--- config.mk ---
export PLATFORM = sky130hd
export DESIGN_NAME = pg_window_mon
export DESIGN_NICKNAME = d
export VERILOG_FILES = /design/src/rtl/pg_mon_pkg.sv /design/src/rtl/pg_hyst_cmp.sv /design/src/rtl/pg_rise_filter.sv /design/src/rtl/pg_window_mon.sv
export SDC_FILE = /design/constraint.sdc
export NUM_CORES = 1
export LEC_CHECK = 0
export ABC_AREA = 1
export BUFFER_PORTS_ARGS = -buffer_cell sky130_fd_sc_hd__buf_2
export CORE_ASPECT_RATIO = 1.75
export CORE_MARGIN = 2
export CORE_UTILIZATION = 70
export DETAILED_ROUTE_END_ITERATION = 8
export PLACE_DENSITY_LB_ADDON = 0.08
export SKIP_CTS_REPAIR_TIMING = 1
export SLEW_MARGIN = 20
export SYNTH_ARGS = -nofsm -noshare
export SYNTH_HDL_FRONTEND = slang
export SYNTH_HIERARCHICAL = 1
export SYNTH_SLANG_ARGS = --single-unit
--- constraint.sdc ---
create_clock -name clk -period 3.9 [get_ports clk]
set_input_delay 0 -clock clk [delete_from_list [all_inputs] [get_ports clk]]
set_output_delay 0 -clock clk [all_outputs]
set_load 0.03 [all_outputs]
--- src/rtl/pg_mon_pkg.sv ---
package pg_mon_pkg;

   localparam int unsigned PM_UNIT = 1000;

   // code * 1000 strictly above refc * pm
   function automatic logic pm_above(input logic [31:0] code,
                                     input logic [31:0] refc,
                                     input logic [31:0] pm);
      return (code * PM_UNIT) > (refc * pm);
   endfunction

   // code * 1000 strictly below refc * pm
   function automatic logic pm_below(input logic [31:0] code,
                                     input logic [31:0] refc,
                                     input logic [31:0] pm);
      return (code * PM_UNIT) < (refc * pm);
   endfunction

endpackage

--- src/rtl/pg_hyst_cmp.sv ---
module pg_hyst_cmp
   import pg_mon_pkg::*;
#(
   parameter int CODE_W = 12,
   parameter int SET_PM = 910,
   parameter int CLR_PM = 870
) (
   input  logic              clk,
   input  logic              rst_n,
   input  logic [CODE_W-1:0] code,
   input  logic [CODE_W-1:0] refc,
   output logic              state
);

   generate
      if (SET_PM <= CLR_PM) begin : g_bad_band
         $error("pg_hyst_cmp: SET_PM must exceed CLR_PM");
      end
   endgenerate

   logic go_high, go_low;

   always_comb begin
      go_high = pm_above(32'(code), 32'(refc), 32'(SET_PM));
      go_low  = pm_below(32'(code), 32'(refc), 32'(CLR_PM));
   end

   always_ff @(posedge clk or negedge rst_n) begin
      if (!rst_n)       state <= 1'b0;
      else if (go_high) state <= 1'b1;
      else if (go_low)  state <= 1'b0;
   end

endmodule

--- src/rtl/pg_rise_filter.sv ---
module pg_rise_filter #(
   parameter int HOLD = 8
) (
   input  logic clk,
   input  logic rst_n,
   input  logic din,
   output logic dout
);

   generate
      if (HOLD < 1) begin : g_bad_hold
         $error("pg_rise_filter: HOLD must be at least 1");
      end

      if (HOLD == 1) begin : g_direct
         always_ff @(posedge clk or negedge rst_n) begin
            if (!rst_n) dout <= 1'b0;
            else        dout <= din;
         end
      end else begin : g_count
         localparam int CW = $clog2(HOLD);
         logic [CW-1:0] cnt;

         always_ff @(posedge clk or negedge rst_n) begin
            if (!rst_n) begin
               cnt  <= '0;
               dout <= 1'b0;
            end else if (!din) begin
               cnt  <= '0;
               dout <= 1'b0;
            end else if (cnt == CW'(HOLD - 1)) begin
               dout <= 1'b1;
            end else begin
               cnt <= cnt + 1'b1;
            end
         end
      end
   endgenerate

endmodule

--- src/rtl/pg_window_mon.sv ---
module pg_window_mon #(
   parameter int CODE_W      = 12,
   parameter int CLK_MHZ     = 250,
   parameter int OV_DGL_NS   = 10000,
   parameter int FLAG_DGL_NS = 20000,
   parameter int UV_RISE_PM  = 910,
   parameter int UV_FALL_PM  = 870,
   parameter int OV_SET_PM   = 1165,
   parameter int OV_CLR_PM   = 1130
) (
   input  logic              clk,
   input  logic              rst_n,
   input  logic [CODE_W-1:0] fb_code,
   input  logic [CODE_W-1:0] ss_code,
   input  logic [CODE_W-1:0] ref_code,
   input  logic              ilim_trip,
   input  logic              uvlo_act,
   input  logic              tsd_act,
   input  logic              en_wait,
   input  logic              off_req,
   input  logic              ss_done,
   output logic              pg_pd_n,
   output logic              ov_flag
);

   localparam int OV_HOLD = (CLK_MHZ * OV_DGL_NS) / 1000;
   localparam int PG_HOLD = (CLK_MHZ * FLAG_DGL_NS) / 1000;

   generate
      if (CODE_W < 2 || CODE_W > 16) begin : g_bad_width
         $error("pg_window_mon: CODE_W out of range 2..16");
      end
      if (OV_HOLD < 1 || PG_HOLD < 1) begin : g_bad_dgl
         $error("pg_window_mon: deglitch windows shorter than one clock");
      end
      if (OV_CLR_PM <= UV_RISE_PM) begin : g_bad_windows
         $error("pg_window_mon: overvoltage window overlaps undervoltage window");
      end
   endgenerate

   logic [CODE_W-1:0] mon_code;
   logic              uv_ok;
   logic              ov_raw;
   logic              ov_held;
   logic              force_low;
   logic              good_req;
   logic              pg_q;

   // during soft-start the ramp code is what the output is expected to follow
   assign mon_code = ss_done ? fb_code : ss_code;

   pg_hyst_cmp #(
      .CODE_W (CODE_W),
      .SET_PM (UV_RISE_PM),
      .CLR_PM (UV_FALL_PM)
   ) u_uv_win (
      .clk   (clk),
      .rst_n (rst_n),
      .code  (mon_code),
      .refc  (ref_code),
      .state (uv_ok)
   );

   pg_hyst_cmp #(
      .CODE_W (CODE_W),
      .SET_PM (OV_SET_PM),
      .CLR_PM (OV_CLR_PM)
   ) u_ov_win (
      .clk   (clk),
      .rst_n (rst_n),
      .code  (fb_code),
      .refc  (ref_code),
      .state (ov_raw)
   );

   pg_rise_filter #(.HOLD(OV_HOLD)) u_ov_dgl (
      .clk   (clk),
      .rst_n (rst_n),
      .din   (ov_raw),
      .dout  (ov_held)
   );

   assign force_low = ilim_trip | uvlo_act | tsd_act | en_wait | off_req;
   assign good_req  = ss_done & uv_ok & ~ov_held & ~force_low;

   pg_rise_filter #(.HOLD(PG_HOLD)) u_pg_dgl (
      .clk   (clk),
      .rst_n (rst_n),
      .din   (good_req),
      .dout  (pg_q)
   );

   // force flags bypass every register on the way out
   assign pg_pd_n = pg_q & ~force_low;
   assign ov_flag = ov_raw;

endmodule

* Yosys cells after proc, flatten, opt, wreduce, memory -nomap -nowiden
Cells that the tools add are included.
** Word-level totals
- Register bits :: 29
- Output and inout port bits :: 2
** Cells by class
- $add $sub $neg :: 2
- Multipliers :: 6
- Magnitude comparators :: 4
- Equality and inequality tests :: 6
- Muxes and demuxes :: 13
- Bitwise operators :: 10
- Reduce and logical (&&, ||, !) cells :: 2
** Operator list (number)
- $mul A12 B9 Y21 const B :: 2
- $mul A12 B7 Y19 const B :: 2
- $mux W12 :: 3
- $mux W13 :: 2
- $gt A22 B23 Y1 :: 1
- $lt A22 B23 Y1 :: 1
- $mul A12 B11 Y23 const B :: 1
- $gt A22 B22 Y1 :: 1
- $lt A22 B22 Y1 :: 1
- $mul A12 B10 Y22 const B :: 1
- $add A13 B1 Y13 const B :: 1
- $eq A13 B13 Y1 const B :: 1
- $add A12 B1 Y12 const B :: 1
- $eq A12 B12 Y1 const B :: 1
- $mux W1 :: 8
- $ne A2 B2 Y1 const B :: 3
- $and A1 B1 Y1 :: 4
- $or A1 B1 Y1 :: 4
- $reduce_bool A2 Y1 :: 2
- $ne A2 B1 Y1 const B :: 1
- $not A1 Y1 :: 2

* Longest topological paths before layout
Gate-level depths: netlist of the first run.
- Word-level depth :: 7
- Gate-level depth with buffers :: 32
- Gate-level depth less buffers :: 32

* By module
Netlist of the first run, hierarchy kept.
** By module, submodules not included
- pg_hyst_cmp at u_ov_win :: instances 1, cells an instance 986, area an instance 7633.6 um2, seq. area each 25.0 um2
- pg_hyst_cmp at u_uv_win :: instances 1, cells an instance 869, area an instance 6952.9 um2, seq. area each 25.0 um2
- pg_rise_filter at u_pg_dgl :: instances 1, cells an instance 109, area an instance 797.0 um2, seq. area each 350.3 um2
- pg_rise_filter at u_ov_dgl :: instances 1, cells an instance 100, area an instance 742.0 um2, seq. area each 325.3 um2
- pg_window_mon :: instances 1, cells an instance 46, area an instance 211.5 um2, seq. area each 0.0 um2

* Worst setup path after synthesis of the first run
Ideal clock, no wire load.
- Path kind :: input-to-reg
- Start :: input ss_done
- End :: register u_uv_win.state
- Setup time :: 116 ps
- Arrival time :: 4898 ps
- Path slack :: -1115 ps
- Cell stages on the path :: 26
- Path buffers :: 1
- Cell sequence :: buf_6 o21ai_0 inv_1 fa_1 fa_1 inv_1 fa_1 inv_1 fa_1 inv_1 ha_1 nand2_1 inv_1 nand2_1 nand2_1 a21oi_1 nand2_1 a21o_2 a21oi_1 xor2_1 ha_1 a21oi_1 a21boi_1 nand2_1 nand2_1 nand2_1
** On the way
- Cells in the longest elaborated chain, start to end :: 4
- Elaborated cells on any way between the ends :: 6
** RTL lines
- start: declaration :: line pg_window_mon.sv:21 : input logic ss_done,
- $mux W12 (*) :: line pg_window_mon.sv:50 : assign mon_code = ss_done ? fb_code : ss_code;
- via mon_code[5] :: line pg_window_mon.sv:41 : logic [CODE_W-1:0] mon_code;
- $mul A12 B7 Y19 (*) :: line pg_mon_pkg.sv:9, pg_mon_pkg.sv:16
- $gt A22 B22 Y1 or $lt A22 B22 Y1 (tied branches) :: line pg_mon_pkg.sv:9, pg_mon_pkg.sv:16
- $mux W1 or $reduce_bool A2 Y1 (tied branches)
- end signal: assignment :: line pg_hyst_cmp.sv:29 : if (!rst_n) state <= 1'b0;
- end signal: assignment :: line pg_hyst_cmp.sv:30 : else if (go_high) state <= 1'b1;
- end signal: assignment :: line pg_hyst_cmp.sv:31 : else if (go_low) state <= 1'b0;
- end: declaration :: line pg_hyst_cmp.sv:12 : output logic state
Mark *: on every way through the listed nets, which the timed path passes. The rest lies on a longest branch.
A chain may end at the register's enable or synchronous reset.

* Worst setup path after layout of the first run
Ends and elaborated chain as after synthesis.

==> flow_metrics.py, run 1 <==
metrics = {
    "grt": {
        "antenna_found_initial": 3,
        "grt_pass1_wl_um": 78670,
        "overflow": 0,
        "grt_max_degree": 30,
        "grt_usage_pct": 40.22,
        "first_global_vias": 17502,
    },
    "layout": {
        "post-route-util_pct": 91.04,
        "finalNonFillerCells": 2854,
        "drive_above_1_share_pct": 26.09,
        "nNetsFinal": 3169,
        "area_growth_pct": 29.00,
        "fillCellCount": 991,
    },
    "yosys": {
        "ys_ff_latch": 29,
        "ys_types": 44,
        "syn_inst": 2110,
        "synth-edff-count": 0,
        "synth_ff_type": "dfrtp_1",
        "synth_area_per_cell_um2": 7.743,
        "syn-num-nets": 2731,
        "ys_warn_count": 6,
        "synth_area_mm2": 0.01634,
        "yosysSeqAreaShare_pct": 4.442,
        "synth-async-reset-ratio_pct": 100.0,
    },
    "setup_path": {
        "endpoint_kind": "register",
        "crit_buf_inv": 6,
        "cp_data_arrival_time_ns": 5.20,
        "start_kind": "input pin",
        "cp.required_ns": 4.08,
        "slowest_delay_ns": 0.53,
        "rr_worst_depth": 4,
        "path_class": "in -> reg",
        "critical-path-top-delay-family": "adder cells",
        "path_common_cell": "nand2_1",
        "cp.depth": 28,
        "worstPathMaxFanout": 7,
        "slowest_stage": "fa_1",
    },
    "clock_network": {
        "cts_tree": "built",
        "cts-root-buf": "clkbuf_16",
        "cts.sinks": 29,
        "cts_buffers": 5,
        "ctsLongestPathBuffers": 2,
        "clk_latency_ns": 0.29,
        "htreeDepth": 2,
        "clk_pin_slew_ns": 0.06,
    },
    "timing": {
        "worst_slew_pin_slew_ns": 1.022,
        "finalSetupTns_ns": -2.077,
        "setup_ws_ns": -1.122,
        "final-hold-violation-count": 0,
        "fmax_mhz": 199.1,
        "fin_crit_ns": 5.022,
        "slew_headroom_pct": 31.60,
        "whs_ns": 0.3056,
        "fin_worst_skew_ns": 0.01144,
        "drv_slew": 0,
        "grt_setup_unrepaired": "yes",
        "finalCritPeriodShare_pct": 128.8,
        "finalSetupViolations": 2,
    },
    "floorplan": {
        "rows": 74,
        "io_pins": 46,
        "die_area_mm2": 0.02462,
        "initial_core_util_pct": 70.58,
        "chipWidth_um": 119.5,
        "core_area_mm2": 0.02315,
        "die-height_um": 206.1,
    },
    "route": {
        "vias": 17275,
        "drc": 0,
        "drt-total-wl_um": 60000,
        "post_drt_wl_per_cell_um": 21.02,
        "detail_route.vias_per_cell": 6.053,
        "initialDrtViolationCount": 1674,
        "dr.pass1.iters": 7,
        "drtAntennaViolNets": 0,
    },
    "placement": {
        "dpl.hpwl_um": 42180,
        "dp_cells": 2831,
        "io_buffer_count": 45,
        "place_congestion": 0.9550,
    },
    "job": {
        "cap_viol_max_count": 0,
    },
    "worst_hold_path": {
        "worstHoldPathType": "in -> async",
    },
    "status": {
        "violations": "setup timing",
        "status": "finished, violations left",
    },
}
[final cells by class]
class / instances / area, um2 / share of cell area, %
well taps: 304 / 380.4 / 1.805
clock inverters: 2 / 37.54 / 0.1781
clock buffers: 6 / 138.9 / 0.6590
inverters: 527 / 2001 / 9.494
diodes: 1 / 2.502 / 0.01187
flip-flops and latches: 29 / 725.7 / 3.444
multi-input cells: 1548 / 14430 / 68.48
repair buffers: 437 / 3357 / 15.93
[placed cells by master, fill, tap and decap left out, types with 6 or more instances in the layout]
master     Yosys  routed
buf_12         0       7
nor2_2         8      11
nand2_4        5       7
inv_1        520     501
a31oi_1       14      10
xor2_1        40      34
nand3_1       83      78
o21ai_2        7      10
o21ai_4        0       9
nand2_1      381     362
ha_1         401     370
buf_2          2      36
a21oi_1      115      97
o21ai_0       48      33
xnor2_1       45      41
inv_2          7      19
nand4_1       30      30
fa_1         176     171
nor2_1        86      81
dfrtp_1       29      29
buf_6          2       7
o21ai_1        7      10
xor2_2         0       6
buf_4          0     377
nand2_2       23      40
nand3_2       10      13
clkbuf_16      0       7
ha_4           0      30
a21oi_2       12      28
nor3_1         9       7
nor2_4         8      10
[cell usage after synthesis (all sizes together) (2+ instances only)]
| master | count | area share, % |
|---|---|---|
| inv | 527 | 12 |
| nand2 | 409 | 10 |
| ha | 401 | 31 |
| fa | 176 | 22 |
| a21oi | 127 | 4.2 |
| nor2 | 102 | 2.8 |
| nand3 | 94 | 3.3 |
| o21ai | 62 | 2.1 |
| xnor2 | 45 | 2.4 |
| xor2 | 40 | 2.1 |
| nand4 | 30 | 1.1 |
| dfrtp | 29 | 4.4 |
| a31oi | 14 | 0.54 |
| nor3 | 13 | 0.60 |
| a21boi | 8 | 0.41 |
| a21o | 5 | 0.24 |
| o31ai | 5 | 0.23 |
| buf | 4 | 0.20 |
| nand3b | 3 | 0.14 |
| o21bai | 3 | 0.14 |
| and2 | 2 | 0.077 |
| and3 | 2 | 0.077 |
| clkbuf | 2 | 0.17 |
| nor3b | 2 | 0.092 |
[worst paths after layout]
kind | start | endpoint | slack (ns)
min in group clk | ilim_trip | u_pg_dgl/g_count.cnt[9] | 0.43
worst min-delay path | rst_n | u_ov_dgl/g_count.cnt[0] | 0.31
worst min register to register | u_uv_win/state | u_uv_win/state | 0.61
worst max register to register | u_ov_dgl/dout | u_pg_dgl/g_count.cnt[7] | 1.45
worst max-delay path | ss_done | u_uv_win/state | -1.12
max in group asynchronous | rst_n | u_pg_dgl/g_count.cnt[2] | 3.13
[sequential cells by signal, summed over array words and instances, names as in the netlist]
name,count
u_ov_win/state,1
u_ov_dgl/dout,1
u_pg_dgl/dout,1
u_pg_dgl/g_count.cnt,13
u_ov_dgl/g_count.cnt,12
u_uv_win/state,1
[logic make-up (layout without fill, tap and decap cells)]
group           count (synthesis)  in the layout  synth area share (%)
simple gates                  658            658                 18.24
fa+ha+maj                     577            577                 52.28
buf+inv                       533            972                 12.48
compound gates                228            228                 8.003
xor+xnor                       85             85                 4.557
flops                          29             29                 4.442
other cells                     0              1                     0
[stage by stage]
stage	instance area, um2	setup WS (ns)
global route	21070	-1.451
detailed placement	20190	-1.163
floorplan	16730	-0.5499
CTS	20370	-0.9121
global placement	20190	-0.9774
finish	21070	-1.122
[per-layer routing]
metal	global-route usage [%]	vias to the layer above	part of all wire [%]
met3	4.332	600	8.3
met1	37.58	8039	30
met5	0	-	0.17
met4	29.33	6	12
li1	-	7537	-
met2	79.04	1093	49
Power of run 1 is left out: the tool's default activity adds up to more than one toggle a clock period on the data nets, which glitch-free logic cannot reach.
==> inputs of run 2 (changes only) <==
--- a/config.mk
+++ b/config.mk
@@ -5,12 +5,12 @@
 export SDC_FILE = /design/constraint.sdc
 export NUM_CORES = 1
 export LEC_CHECK = 0
-export ABC_AREA = 1
 export BUFFER_PORTS_ARGS = -buffer_cell sky130_fd_sc_hd__buf_2
 export CORE_ASPECT_RATIO = 1.75
 export CORE_MARGIN = 2
 export CORE_UTILIZATION = 70
 export DETAILED_ROUTE_END_ITERATION = 8
+export GPL_TIMING_DRIVEN = 1
 export PLACE_DENSITY_LB_ADDON = 0.08
 export SKIP_CTS_REPAIR_TIMING = 1
 export SLEW_MARGIN = 20
==> flow_metrics.py, run 2 <==
metrics = {
    "timing": {
        "fin_crit_ns": 5.318,
        "finalSetupViolations": 2,
        "grt_setup_unrepaired": "yes",
        "drv_slew": 0,
        "worst_slew_pin_slew_ns": 0.8045,
        "final-hold-violation-count": 0,
        "fin_worst_skew_ns": 0.006353,
        "fmax_mhz": 188.0,
        "finalCritPeriodShare_pct": 136.4,
        "slew_headroom_pct": 44.98,
        "setup_ws_ns": -1.418,
    },
    "floorplan": {
        "core_area_mm2": 0.02132,
        "io_pins": 46,
        "initial_core_util_pct": 70.93,
        "rows": 71,
        "die-height_um": 198.4,
        "chipWidth_um": 115.1,
        "die_area_mm2": 0.02284,
    },
    "setup_path": {
        "cp.required_ns": 4.05,
        "reg2reg_slack_ns": 2.04,
        "worstPathMaxFanout": 5,
        "rr_startpoint": "u_ov_dgl/dout",
        "cp_data_arrival_time_ns": 5.47,
        "r2r_end": "u_pg_dgl/g_count.cnt[3]",
        "endpoint_kind": "register",
        "start_kind": "input pin",
        "rr_worst_depth": 6,
        "path_class": "in -> reg",
    },
    "route": {
        "drtAntennaViolNets": 0,
        "vias": 13974,
        "post_drt_wl_per_cell_um": 19.55,
        "dr.pass1.iters": 7,
        "drc": 0,
        "detail_route.vias_per_cell": 5.987,
        "drt-total-wl_um": 45620,
        "initialDrtViolationCount": 728,
    },
    "yosys": {
        "synth_area_per_cell_um2": 9.078,
        "synth-compound-area-share_pct": 12.13,
        "synth_top_family_by_area": "adder cells",
        "ys_types": 83,
        "synth_area_mm2": 0.01512,
        "ys_ff_latch": 29,
        "syn_inst": 1666,
        "synth_fa_ha_area_share_pct": 56.68,
        "synthTopCellsByArea": "ha_1 33%, fa_1 23%, inv_1 9.8%",
        "ys_top_cells_by_count": "401 x ha_1, 396 x inv_1, 176 x fa_1, 83 x a21oi_1, 58 x nor2_1",
        "syn-num-nets": 2287,
        "synth_xor_area_share_pct": 5.311,
        "yosys.area_share.simple_pct": 9.672,
        "synthMuxAreaShare_pct": 1.365,
        "synth_top_area_share_pct": 33.18,
        "yosysSeqAreaShare_pct": 4.799,
        "synth-edff-count": 0,
        "yosysTopAreaCell": "ha_1",
        "ys_warn_count": 6,
        "yosysMostFrequentCell": "ha_1",
        "synth_ff_type": "dfrtp_1",
        "synth-async-reset-ratio_pct": 100.0,
    },
    "layout": {
        "nNetsFinal": 2699,
        "largest_registers": "u_pg_dgl/g_count.cnt: 13 flops, u_ov_dgl/g_count.cnt: 12 flops",
        "seqCellArea_um2": 725.7,
        "most-common-layout-cells": "377 x inv_1, 367 x ha_1, 365 x buf_4",
        "multiInputGateArea_mm2": 0.01348,
        "layout_commonest_cell": "inv_1",
        "area_growth_pct": 27.26,
        "fillCellCount": 935,
        "diodes": 0,
        "post-route-util_pct": 90.27,
        "drive_above_1_share_pct": 27.08,
        "largest_reg_flops": 13,
        "largest-register": "u_pg_dgl/g_count.cnt",
    },
    "clock_network": {
        "htreeDepth": 2,
        "ctsLongestPathBuffers": 2,
        "cts_buffers": 5,
        "clk_pin_slew_ns": 0.06,
        "cts_tree": "built",
        "cts-root-buf": "clkbuf_16",
        "clk_latency_ns": 0.28,
        "cts.sinks": 29,
    },
    "grt": {
        "overflow": 0,
        "grt_pass1_wl_um": 69170,
        "grt_max_degree": 30,
        "antenna_found_initial": 0,
        "grt_usage_pct": 38.31,
        "first_global_vias": 15396,
    },
    "placement": {
        "io_buffer_count": 45,
        "post-place-ws_ns": -1.767,
        "place_congestion": 0.9069,
        "dpl.hpwl_um": 37050,
    },
    "power_and_ir_drop": {
        "ir_drop_mv": 0.6531,
        "powerDensity_mw_per_mm2": 958.0,
        "p_leak_nw": 10.44,
    },
    "worst_hold_path": {
        "min-delay-start": "off_req",
        "worstHoldPathType": "in -> reg",
        "whs_endpoint": "u_pg_dgl/g_count.cnt[1]",
        "worst_hold_path.num_cells": 5,
    },
    "job": {
        "cap_viol_max_count": 0,
    },
    "status": {
        "status": "finished, violations left",
        "violations": "setup timing",
    },
}
run 2: cell types whose count changed after synthesis, moves of 27 or more:
cell	change
nand2_1	-332
inv_1	-124
a21o_1	+27
nor2_1	-28
nand3_1	-54
a21oi_1	-32
run 2: cell type report:
cell class / instances / area share [%]
sequential: 29 / 3.771
clock buffer: 6 / 0.7216
inverter: 397 / 7.827
multi-input combinational: 1235 / 70.06
timing repair buffer: 410 / 15.77
tap: 255 / 1.658
clock inverter: 2 / 0.1950
run 2: how the worst max path moves through the flow:
stage           startpoint              to  slack (ns)  cells past startpoint
6_report       ref_code[6]  u_ov_win/state       -1.42                     28
5_1_grt            ss_done  u_uv_win/state       -1.65                     27
4_1_cts        ref_code[4]  u_ov_win/state       -1.48                     26
3_5_place_dp   ref_code[4]  u_ov_win/state       -1.77                     26
3_3_place_gp       ss_done  u_uv_win/state       -1.67                     24
2_1_floorplan      ss_done  u_uv_win/state       -1.35                     24
run 2: worst max-delay path, cell delays in order:
cell	delay [ns]
buf_6	0.12
ha_4	0.26
ha_1	0.32
inv_1	0.08
fa_1	0.55
inv_1	0.08
fa_1	0.57
inv_1	0.07
fa_1	0.50
inv_1	0.04
ha_2	0.16
a21o_1	0.18
and2_4	0.16
a41oi_2	0.18
nand2b_1	0.11
a21oi_2	0.13
xor2_1	0.10
ha_2	0.21
nor3_1	0.14
o21ai_0	0.10
a21oi_1	0.22
o21ai_2	0.13
a31oi_1	0.16
nand2_1	0.06
o2111a_1	0.25
o221a_2	0.27
a311oi_2	0.22
o32ai_2	0.10
run 2: stage by stage:
stage	total power [mW]	area [um2]	cells	setup TNS [ns]	hold WS, ns
2_1_floorplan	10.76	15480	1666	-2.324	-0.2956
3_3_place_gp	15.71	18660	2317	-3.193	0.07788
3_5_place_dp	16.63	18660	2317	-3.504	0.07769
4_1_cts	17.26	18840	2325	-2.948	-0.2197
5_1_grt	20.25	19250	2334	-3.280	0.2323
6_report	18.44	19250	2334	-2.796	0.2217
run 2: routing by layer:
metal	part of all wire, %	vias up	GRT usage [%]
li1	-	6422	-
met2	53	555	73.38
met3	4.6	234	5.606
met1	34	6763	36.71
met4	8.3	0	25.44
met5	0	-	0
run 2: report_power, final:
part           leakage (nW)  internal, mW  switching, mW
Sequential            0.399         0.327         0.0470
Combinational          9.96          8.84           8.76
Clock                0.0831         0.318          0.145
run 2: cells by family after synthesis:
family	count (synthesis)
flops	29
fa+ha+maj	580
simple gates	269
buf+inv	402
mux	19
compound gates	277
xor+xnor	90
Note: power is estimated with default switching activity, not from simulation.
